$ cat config.mk
export PLATFORM = sky130hd
export DESIGN_NAME = disp_proto_ctrl
export DESIGN_NICKNAME = d
export VERILOG_FILES = /design/src/rtl/disp_proto_pkg.sv /design/src/rtl/disp_ms_base.sv /design/src/rtl/disp_lamp_hold.sv /design/src/rtl/disp_sel_fsm.sv /design/src/rtl/disp_proto_ctrl.sv
export SDC_FILE = /design/constraint.sdc
export NUM_CORES = 1
export LEC_CHECK = 0
export BUFFER_PORTS_ARGS = -buffer_cell sky130_fd_sc_hd__buf_2
export CAP_MARGIN = 20
export CORE_MARGIN = 2
export CORE_UTILIZATION = 27
export DETAILED_ROUTE_END_ITERATION = 8
export SLEW_MARGIN = 10
export SYNTH_ARGS = -nofsm -noshare
export SYNTH_HDL_FRONTEND = slang
export SYNTH_SLANG_ARGS = --single-unit
$ cat constraint.sdc
create_clock -name clk -period 6.79 [get_ports clk]
set_input_delay 1.358 -clock clk [delete_from_list [all_inputs] [get_ports clk]]
set_output_delay 1.358 -clock clk [all_outputs]
set_load 0.01 [all_outputs]
$ cat src/rtl/disp_proto_pkg.sv
package disp_proto_pkg;

    typedef enum logic [1:0] {
        ST_SELECTED = 2'd0,
        ST_WAIT_H2  = 2'd1,
        ST_IGNORE   = 2'd2
    } sel_state_e;

    typedef struct packed {
        logic err;
        logic comm;
        logic ident;
    } lamp_trig_t;

    localparam int unsigned CMD_LEN     = 1;
    localparam int unsigned ADDR_LEN    = 4;
    localparam logic [7:0]  CMD_STATUS  = 8'h01;

endpackage

$ cat src/rtl/disp_ms_base.sv
module disp_ms_base #(
    parameter int unsigned TICKS_PER_MS = 50000,
    parameter int unsigned DISC_MS      = 100
) (
    input  logic clk,
    input  logic rst,
    output logic ms_tick,
    output logic disc_open
);
    localparam int unsigned PW = (TICKS_PER_MS > 1) ? $clog2(TICKS_PER_MS) : 1;
    localparam int unsigned UW = $clog2(DISC_MS + 1);

    logic [PW-1:0] pre_q;
    logic [UW-1:0] up_q;

    always_ff @(posedge clk) begin
        if (rst) begin
            pre_q   <= '0;
            ms_tick <= 1'b0;
        end else if (pre_q == PW'(TICKS_PER_MS - 1)) begin
            pre_q   <= '0;
            ms_tick <= 1'b1;
        end else begin
            pre_q   <= pre_q + 1'b1;
            ms_tick <= 1'b0;
        end
    end

    always_ff @(posedge clk) begin
        if (rst)
            up_q <= '0;
        else if (ms_tick && up_q != UW'(DISC_MS))
            up_q <= up_q + 1'b1;
    end

    assign disc_open = (up_q < UW'(DISC_MS));
endmodule

$ cat src/rtl/disp_lamp_hold.sv
module disp_lamp_hold #(
    parameter int unsigned HOLD_MS = 50
) (
    input  logic clk,
    input  logic rst,
    input  logic trig,
    input  logic ms_tick,
    output logic lamp
);
    localparam int unsigned HW = $clog2(HOLD_MS + 1);

    logic [HW-1:0] left_q;

    always_ff @(posedge clk) begin
        if (rst)
            left_q <= '0;
        else if (trig)
            left_q <= HW'(HOLD_MS);
        else if (ms_tick && left_q != '0)
            left_q <= left_q - 1'b1;
    end

    assign lamp = (left_q != '0);
endmodule

$ cat src/rtl/disp_sel_fsm.sv
module disp_sel_fsm
    import disp_proto_pkg::*;
#(
    parameter int unsigned LEN_W    = 8,
    parameter int unsigned HALF_LEN = 80,
    parameter int unsigned COUNT_W  = 32,
    parameter int unsigned BASE_W   = 8
) (
    input  logic               clk,
    input  logic               rst,
    input  logic               pkt_valid,
    input  logic [LEN_W-1:0]   pkt_len,
    input  logic [7:0]         pkt_byte,
    input  logic [31:0]        pkt_word,
    input  logic [31:0]        dev_mac,
    input  logic               fb_ready,
    input  logic               disc_open,
    output sel_state_e         state,
    output logic [BASE_W-1:0]  store_base,
    output logic               disc_reply,
    output logic               status_req,
    output logic               format_req,
    output lamp_trig_t         trig,
    output logic [COUNT_W-1:0] overrun_cnt,
    output logic [COUNT_W-1:0] invalid_cnt
);
    localparam logic [COUNT_W-1:0] CNT_TOP = '1;

    always_ff @(posedge clk) begin
        if (rst) begin
            state       <= ST_IGNORE;
            store_base  <= '0;
            disc_reply  <= 1'b0;
            status_req  <= 1'b0;
            format_req  <= 1'b0;
            trig        <= '0;
            overrun_cnt <= '0;
            invalid_cnt <= '0;
        end else begin
            disc_reply <= 1'b0;
            status_req <= 1'b0;
            format_req <= 1'b0;
            trig       <= '0;
            if (pkt_valid) begin
                trig.comm  <= 1'b1;
                store_base <= '0;
                if (pkt_len == '0) begin
                    disc_reply <= disc_open;
                end else if (pkt_len == LEN_W'(CMD_LEN)) begin
                    if (state == ST_SELECTED) begin
                        status_req <= (pkt_byte == CMD_STATUS);
                    end else begin
                        trig.err <= 1'b1;
                        if (invalid_cnt != CNT_TOP)
                            invalid_cnt <= invalid_cnt + 1'b1;
                    end
                    state <= ST_IGNORE;
                end else if (pkt_len == LEN_W'(ADDR_LEN)) begin
                    state <= (pkt_word == dev_mac) ? ST_SELECTED : ST_IGNORE;
                end else if (pkt_len == LEN_W'(HALF_LEN)) begin
                    if (state == ST_SELECTED) begin
                        state      <= ST_WAIT_H2;
                        store_base <= BASE_W'(HALF_LEN);
                    end else if (state == ST_WAIT_H2) begin
                        if (fb_ready) begin
                            format_req <= 1'b1;
                            trig.ident <= 1'b1;
                        end else begin
                            trig.err <= 1'b1;
                            if (overrun_cnt != CNT_TOP)
                                overrun_cnt <= overrun_cnt + 1'b1;
                        end
                        state <= ST_IGNORE;
                    end
                end else begin
                    trig.err <= 1'b1;
                    if (invalid_cnt != CNT_TOP)
                        invalid_cnt <= invalid_cnt + 1'b1;
                    state <= ST_IGNORE;
                end
            end
        end
    end
endmodule

$ cat src/rtl/disp_proto_ctrl.sv
module disp_proto_ctrl
    import disp_proto_pkg::*;
#(
    parameter int unsigned LEN_W        = 8,
    parameter int unsigned HALF_LEN     = 80,
    parameter int unsigned COUNT_W      = 32,
    parameter int unsigned TICKS_PER_MS = 50000,
    parameter int unsigned HOLD_MS      = 50,
    parameter int unsigned DISC_MS      = 100,
    localparam int unsigned BASE_W      = $clog2(HALF_LEN + 1)
) (
    input  logic               clk,
    input  logic               rst,
    input  logic               pkt_valid,
    input  logic [LEN_W-1:0]   pkt_len,
    input  logic [7:0]         pkt_byte,
    input  logic [31:0]        pkt_word,
    input  logic [31:0]        dev_mac,
    input  logic               fb_ready,
    output logic [BASE_W-1:0]  store_base,
    output logic               disc_reply,
    output logic               status_req,
    output logic               format_req,
    output logic               led_comm,
    output logic               led_err,
    output logic               led_id,
    output logic [COUNT_W-1:0] overrun_cnt,
    output logic [COUNT_W-1:0] invalid_cnt
);
    logic       ms_tick;
    logic       disc_open;
    sel_state_e sel_state;
    lamp_trig_t trig;
    logic [2:0] trig_v;
    logic [2:0] lamp_v;

    disp_ms_base #(.TICKS_PER_MS(TICKS_PER_MS), .DISC_MS(DISC_MS)) tb_i (
        .clk(clk), .rst(rst), .ms_tick(ms_tick), .disc_open(disc_open)
    );

    disp_sel_fsm #(
        .LEN_W(LEN_W), .HALF_LEN(HALF_LEN), .COUNT_W(COUNT_W), .BASE_W(BASE_W)
    ) fsm_i (
        .clk(clk), .rst(rst), .pkt_valid(pkt_valid), .pkt_len(pkt_len),
        .pkt_byte(pkt_byte), .pkt_word(pkt_word), .dev_mac(dev_mac),
        .fb_ready(fb_ready), .disc_open(disc_open), .state(sel_state),
        .store_base(store_base), .disc_reply(disc_reply), .status_req(status_req),
        .format_req(format_req), .trig(trig), .overrun_cnt(overrun_cnt),
        .invalid_cnt(invalid_cnt)
    );

    assign trig_v = {trig.err, trig.comm, trig.ident};

    for (genvar g = 0; g < 3; g++) begin : g_lamp
        disp_lamp_hold #(.HOLD_MS(HOLD_MS)) hold_i (
            .clk(clk), .rst(rst), .trig(trig_v[g]), .ms_tick(ms_tick), .lamp(lamp_v[g])
        );
    end

    assign led_err  = lamp_v[2];
    assign led_comm = lamp_v[1];
    assign led_id   = lamp_v[0];
endmodule

# == Yosys cells after proc, flatten, opt, wreduce, memory -nomap -nowiden ==
# Index checks and enable logic that the tools add are counted.
# classes
n_addsub,7
magnitude_cmp,1
eq_ne,14
n_mux,38
n_bitwise,6
n_reduce_logical,23
# ops
op,count
2-to-1 mux 32 bit,5
adder 32 x 1 -> 32 bit (second input constant),2
inequality test 32 bit (second input constant),2
2-to-1 mux 6 bit,6
2-to-1 mux 7 bit,5
equality test 32 bit,1
nonzero test 6 bit,3
subtractor 6 x 1 -> 6 bit (second input constant),3
adder 16 x 1 -> 16 bit (second input constant),1
equality test 16 bit (second input constant),1
equality test 8 x 1 -> 1 bit (second input constant),2
2-to-1 mux 1 bit,15
2-to-1 mux 2 bit,7
OR reduction 2 bit,5
AND reduction 9 bit,1
equality test 8 x 3 -> 1 bit (second input constant),1
equality test 8 x 7 -> 1 bit (second input constant),1
logical NOT 8 bit,1
adder 7 x 1 -> 7 bit (second input constant),1
< comparator 7 bit (second input constant),1
inequality test 7 bit (second input constant),1
inverter 1 bit,6
nonzero test 2 bit,3
OR reduction 3 bit,2
9 further kinds,13
# word_totals
ff_bits,120
input_bits,84
output_inout_bits,77
wordCells,107

# == Depth between registers and ports, before layout ==
# depth
depth_word,8
ltp_mapped,9
depth_no_buf,7

# == Cells and area by module ==
# Synthesis repeated with hierarchy kept, for this count alone.
# unflattened
cells_unflattened,696
area_unflattened_um2,5973.2
# modules_own_cells
module,n_inst,cells_per_inst,area_per_inst_um2,seq_area_each_um2
disp_sel_fsm,1,476,3957.5,1441.4
disp_ms_base,1,121,1073.5,480.5
disp_lamp_hold,3,33,314.1,120.1

# == Least setup slack after synthesis ==
# OpenSTA, ideal clock, no wires.
# synth_timing
path_type,input to register
start,input pkt_len[1]
end,register fsm_i.overrun_cnt[30]
setup_ns,0.121
t_arrival_ns,3.199
t_required_ns,6.669
path_slack_ns,3.470
path_stages,7
path_buffers,2
cell_sequence,or4_1 > buf_4 > nor4_4 > o2111ai_1 > buf_2 > nor3_1 > mux2_2
# synth_via
elab_chain_len,3
elab_cells_between_ends,8
cone_classes,eq/ne: 3; bitwise: 3; reduce/logical: 2
# synth_lines
element,line_no,source
start: declaration,disp_proto_ctrl.sv:15,"input logic [LEN_W-1:0] pkt_len,"
"equality test 8 x 1 -> 1 bit, or another cell as far along",disp_sel_fsm.sv:49,end else if (pkt_len == LEN_W'(CMD_LEN)) begin
inverter 1 bit (no line),n/a,
AND reduction 9 bit (no line) *,n/a,
end signal: assignment,disp_sel_fsm.sv:71,overrun_cnt <= overrun_cnt + 1'b1;
end: declaration,disp_sel_fsm.sv:24,"output logic [COUNT_W-1:0] overrun_cnt,"
# Mark *: on every way between the ends. The rest lies on a longest branch, timed or not.
# A chain may end at the register's enable or synchronous reset.

# == Final worst setup path ==
# layout_timing
start,input pkt_len[1]
end,register fsm_i.overrun_cnt[24]
# The elaborated chain is that of the path after synthesis.

==> run_results.csv <==
group,metric,value,unit
status,status,"finished, final reports clean",
drt,postRouteWirelength,16000,µm
pwr,comb_power_share,0.052,
placement,dp.cells,1138,
job,maxCapViolCount,0,
worst_setup_path,arrival,3.91,ns
synthesis,yosysWarnings,0,
layout,layout.cells.non_filler,1170,
grt,antenna_found_initial,0,
synthesis,ys.flop_type,"dfxtp_1",
die,num_rows,54,
sta,final.setup.tns,0,ns
synthesis,synth.distinct_cells,48,
clocking,cts_resized,0,
worst_setup_path,critPathMostFrequentCell,"or4_1",
sta,fin_crit_sh,0.524,
worst_setup_path,max_stage_delay,0.79,ns
synthesis,synthArstFlopShare,0,
drt,drt-initial-drc-count,276,
pwr,intPower,1.30,mW
grt,grt_overflow_total,0,
drt,post-route-drc-count,0,
grt,grt_max_degree,61,
layout,final_common_cell,"buf_2",
worst_setup_path,crit_path_end_kind,"flop",
synthesis,ys_ff_latch,114,
layout,layout.nets,969,
pwr,p_sw_frac,0.226,
die,die_height,154,µm
synthesis,synthCells,734,
worst_setup_path,setup.worst_path.class,"in2reg",
layout,final_layout_size_suffix_gt1_frac,0.237,
placement,hpwlAfterDp,11600,µm
clocking,cts_root_buffer,"clkbuf_16",
die,initial_core_util,0.277,
grt,grt_pass1_vias,5498,
layout,num-fill-cells,2307,
sta,period_needed,3.56,ns
pwr,power.leakage,2.81,nW
layout,insertedDiodeCount,0,
pwr,power.switching,0.380,mW
sta,slew_headroom,0.332,
worst_setup_path,worstPathRequired,7.14,ns
clocking,path_clk_slew,0.06,ns
drt,wire_per_inst,13.6,µm
sta,max_slew.worst_pin.slew,0.989,ns
drt,vias_per_cell,5.03,
worst_setup_path,start_kind,"input pin",
sta,rsz0062_at_grt,"no",
clocking,clock_sinks,114,
drt,drtPass1Iterations,5,
die,die_width,154,µm
sta,timing.clock.skew,0.00933,ns
clocking,cts.path.max_buffers,2,
die,dieArea,23800,µm²
layout,finish.utilization,0.350,
placement,place.gp.congestion,0.803,
die,core_area,22000,µm²
layout,mostFrequentLayoutCells,"buf_2 (154), dfxtp_1 (114), a21oi_1 (69)",
worst_setup_path,cp_slowest_cell,"or4_1",
sta,fmax,281,MHz
placement,portBuffers,155,
pwr,power_density,219,nW/µm²
clocking,tritoncts,"done",
worst_setup_path,worstPathMaxFanout,11,
pwr,ir_worst_vdd,0.138,mV
pwr,pwr-share-clk,0.544,
drt,ant_nets,0,
sta,finalSetupViolCount,0,
die,ios,161,
sta,hold_viol,0,
drt,num_vias,5881,
pwr,seq_power_share,0.405,
grt,grt_usage,0.135,
sta,slew_viol_final,0,
synthesis,syn_area,6090,µm²
clocking,htree_levels,4,
synthesis,avgSynthCellArea,8.29,µm²
worst_setup_path,path_cells,"buf_2, or4_1, nor4_4, o2111ai_1, or4_1, a21oi_1",
layout,syn2layout_area_growth,26.2,%
synthesis,synth_enable_flop_cells,0,
clocking,worstSkewPairLatency,0.42,ns
worst_hold_path,min_path_type,"reg2reg",
worst_setup_path,reg2reg_slack,3.92,ns
clocking,numCtsBuffers,17,
clocking,postCtsHoldBufs,0,
synthesis,synth_seq_area_share,0.375,
grt,grt_pass1_wl,26500,µm
clocking,post-cts-setup-buffer-count,0,
[area by class of cell]
class | instances | area (µm²) | share of cell area
Clock inverter | 13 | 159 | 0.0207
Multi-Input combinational cell | 561 | 3550 | 0.462
Clock buffer | 19 | 443 | 0.0577
Tap cell | 280 | 350 | 0.0456
Sequential cell | 114 | 2280 | 0.297
Timing Repair Buffer | 158 | 801 | 0.104
Inverter | 25 | 93.8 | 0.0122
[critical path: cells and delay by family]
| family | cells | cell delay [ns] |
|---|---|---|
| simple gates | 3 | 1.86 |
| compound gates | 2 | 0.57 |
| buf+inv | 1 | 0.10 |
[sequential cells by signal, indices dropped and copies added, names as in the netlist, 2 cells and up]
register,count
tb_i.up_q,7
fsm_i.state,2
tb_i.pre_q,16
fsm_i.overrun_cnt,32
fsm_i.trig,2
fsm_i.invalid_cnt,32
g_lamp.hold_i.left_q,18
[stage by stage]
| stage | hold WS, ns | instance area, µm² | power, mW | worst slack (ns) |
|---|---|---|---|---|
| 6_report | 0.450 | 7680 | 1.68 | 3.23 |
| 5_1_grt | 0.490 | 7680 | 1.75 | 3.06 |
| 2_1_floorplan | 0.418 | 6100 | 0.744 | 3.47 |
| 3_5_place_dp | 0.441 | 7070 | 0.783 | 2.83 |
| 4_1_cts | 0.455 | 7670 | 1.70 | 3.26 |
| 3_3_place_gp | 0.437 | 7070 | 0.782 | 2.84 |
[power by group through the flow]
| stage | sequential, mW | combinational [mW] | clock, mW |
|---|---|---|---|
| global route | 0.681 | 0.0976 | 0.970 |
| floorplan | 0.694 | 0.0499 | 0 |
| finish | 0.680 | 0.0871 | 0.914 |
| global placement | 0.695 | 0.0871 | 0 |
| CTS | 0.680 | 0.0887 | 0.935 |
| detailed placement | 0.695 | 0.0886 | 0 |
[synthesized netlist by cell type (all sizes together) (8+ instances only)]
cell type	number	area [µm²]
xor2	29	254
ha	8	100
nand3	32	165
inv	25	93.8
o31ai	28	210
o21ai	32	160
clkbuf	17	63.8
nand4	30	188
nor3	26	135
buf	21	123
nor2b	10	62.6
dfxtp	114	2280
nor2	54	203
xnor2	37	324
or4	34	255
mux2	9	101
a21oi	69	345
nand2	39	146
or3	40	250
nor4	20	155
[metal layers]
| layer | global-route usage | wire (µm) | vias up |
|---|---|---|---|
| li1 | - | - | 3000 |
| met1 | 0.174 | 7620 | 2719 |
| met2 | 0.220 | 7330 | 148 |
| met3 | 0.0378 | 834 | 14 |
| met4 | 0.0432 | 172 | 0 |
| met5 | 0 | 0 | - |
[final timing paths]
| kind | depth (start not counted) | to | from |
|---|---|---|---|
| worst max register to register | 7 | fsm_i.invalid_cnt[5] | fsm_i.invalid_cnt[0] |
| worst max-delay path | 6 | fsm_i.overrun_cnt[24] | pkt_len[1] |
| worst min register to register | 1 | tb_i.pre_q[0] | tb_i.pre_q[0] |
| worst min-delay path | 1 | tb_i.pre_q[0] | tb_i.pre_q[0] |
[logic make-up after synthesis]
family | count (synthesis) | share of synthesized area
and+or+nand+nor | 325 | 0.305
adders and majority gates | 8 | 0.0164
buffers and inverters | 63 | 0.0460
DFF | 114 | 0.375
muxes | 11 | 0.0199
AOI/OAI and AO/OA | 146 | 0.142
other | 1 | 0.000616
xor gates and xnor gates | 66 | 0.0949
Note: power is estimated with default switching activity, not from simulation.
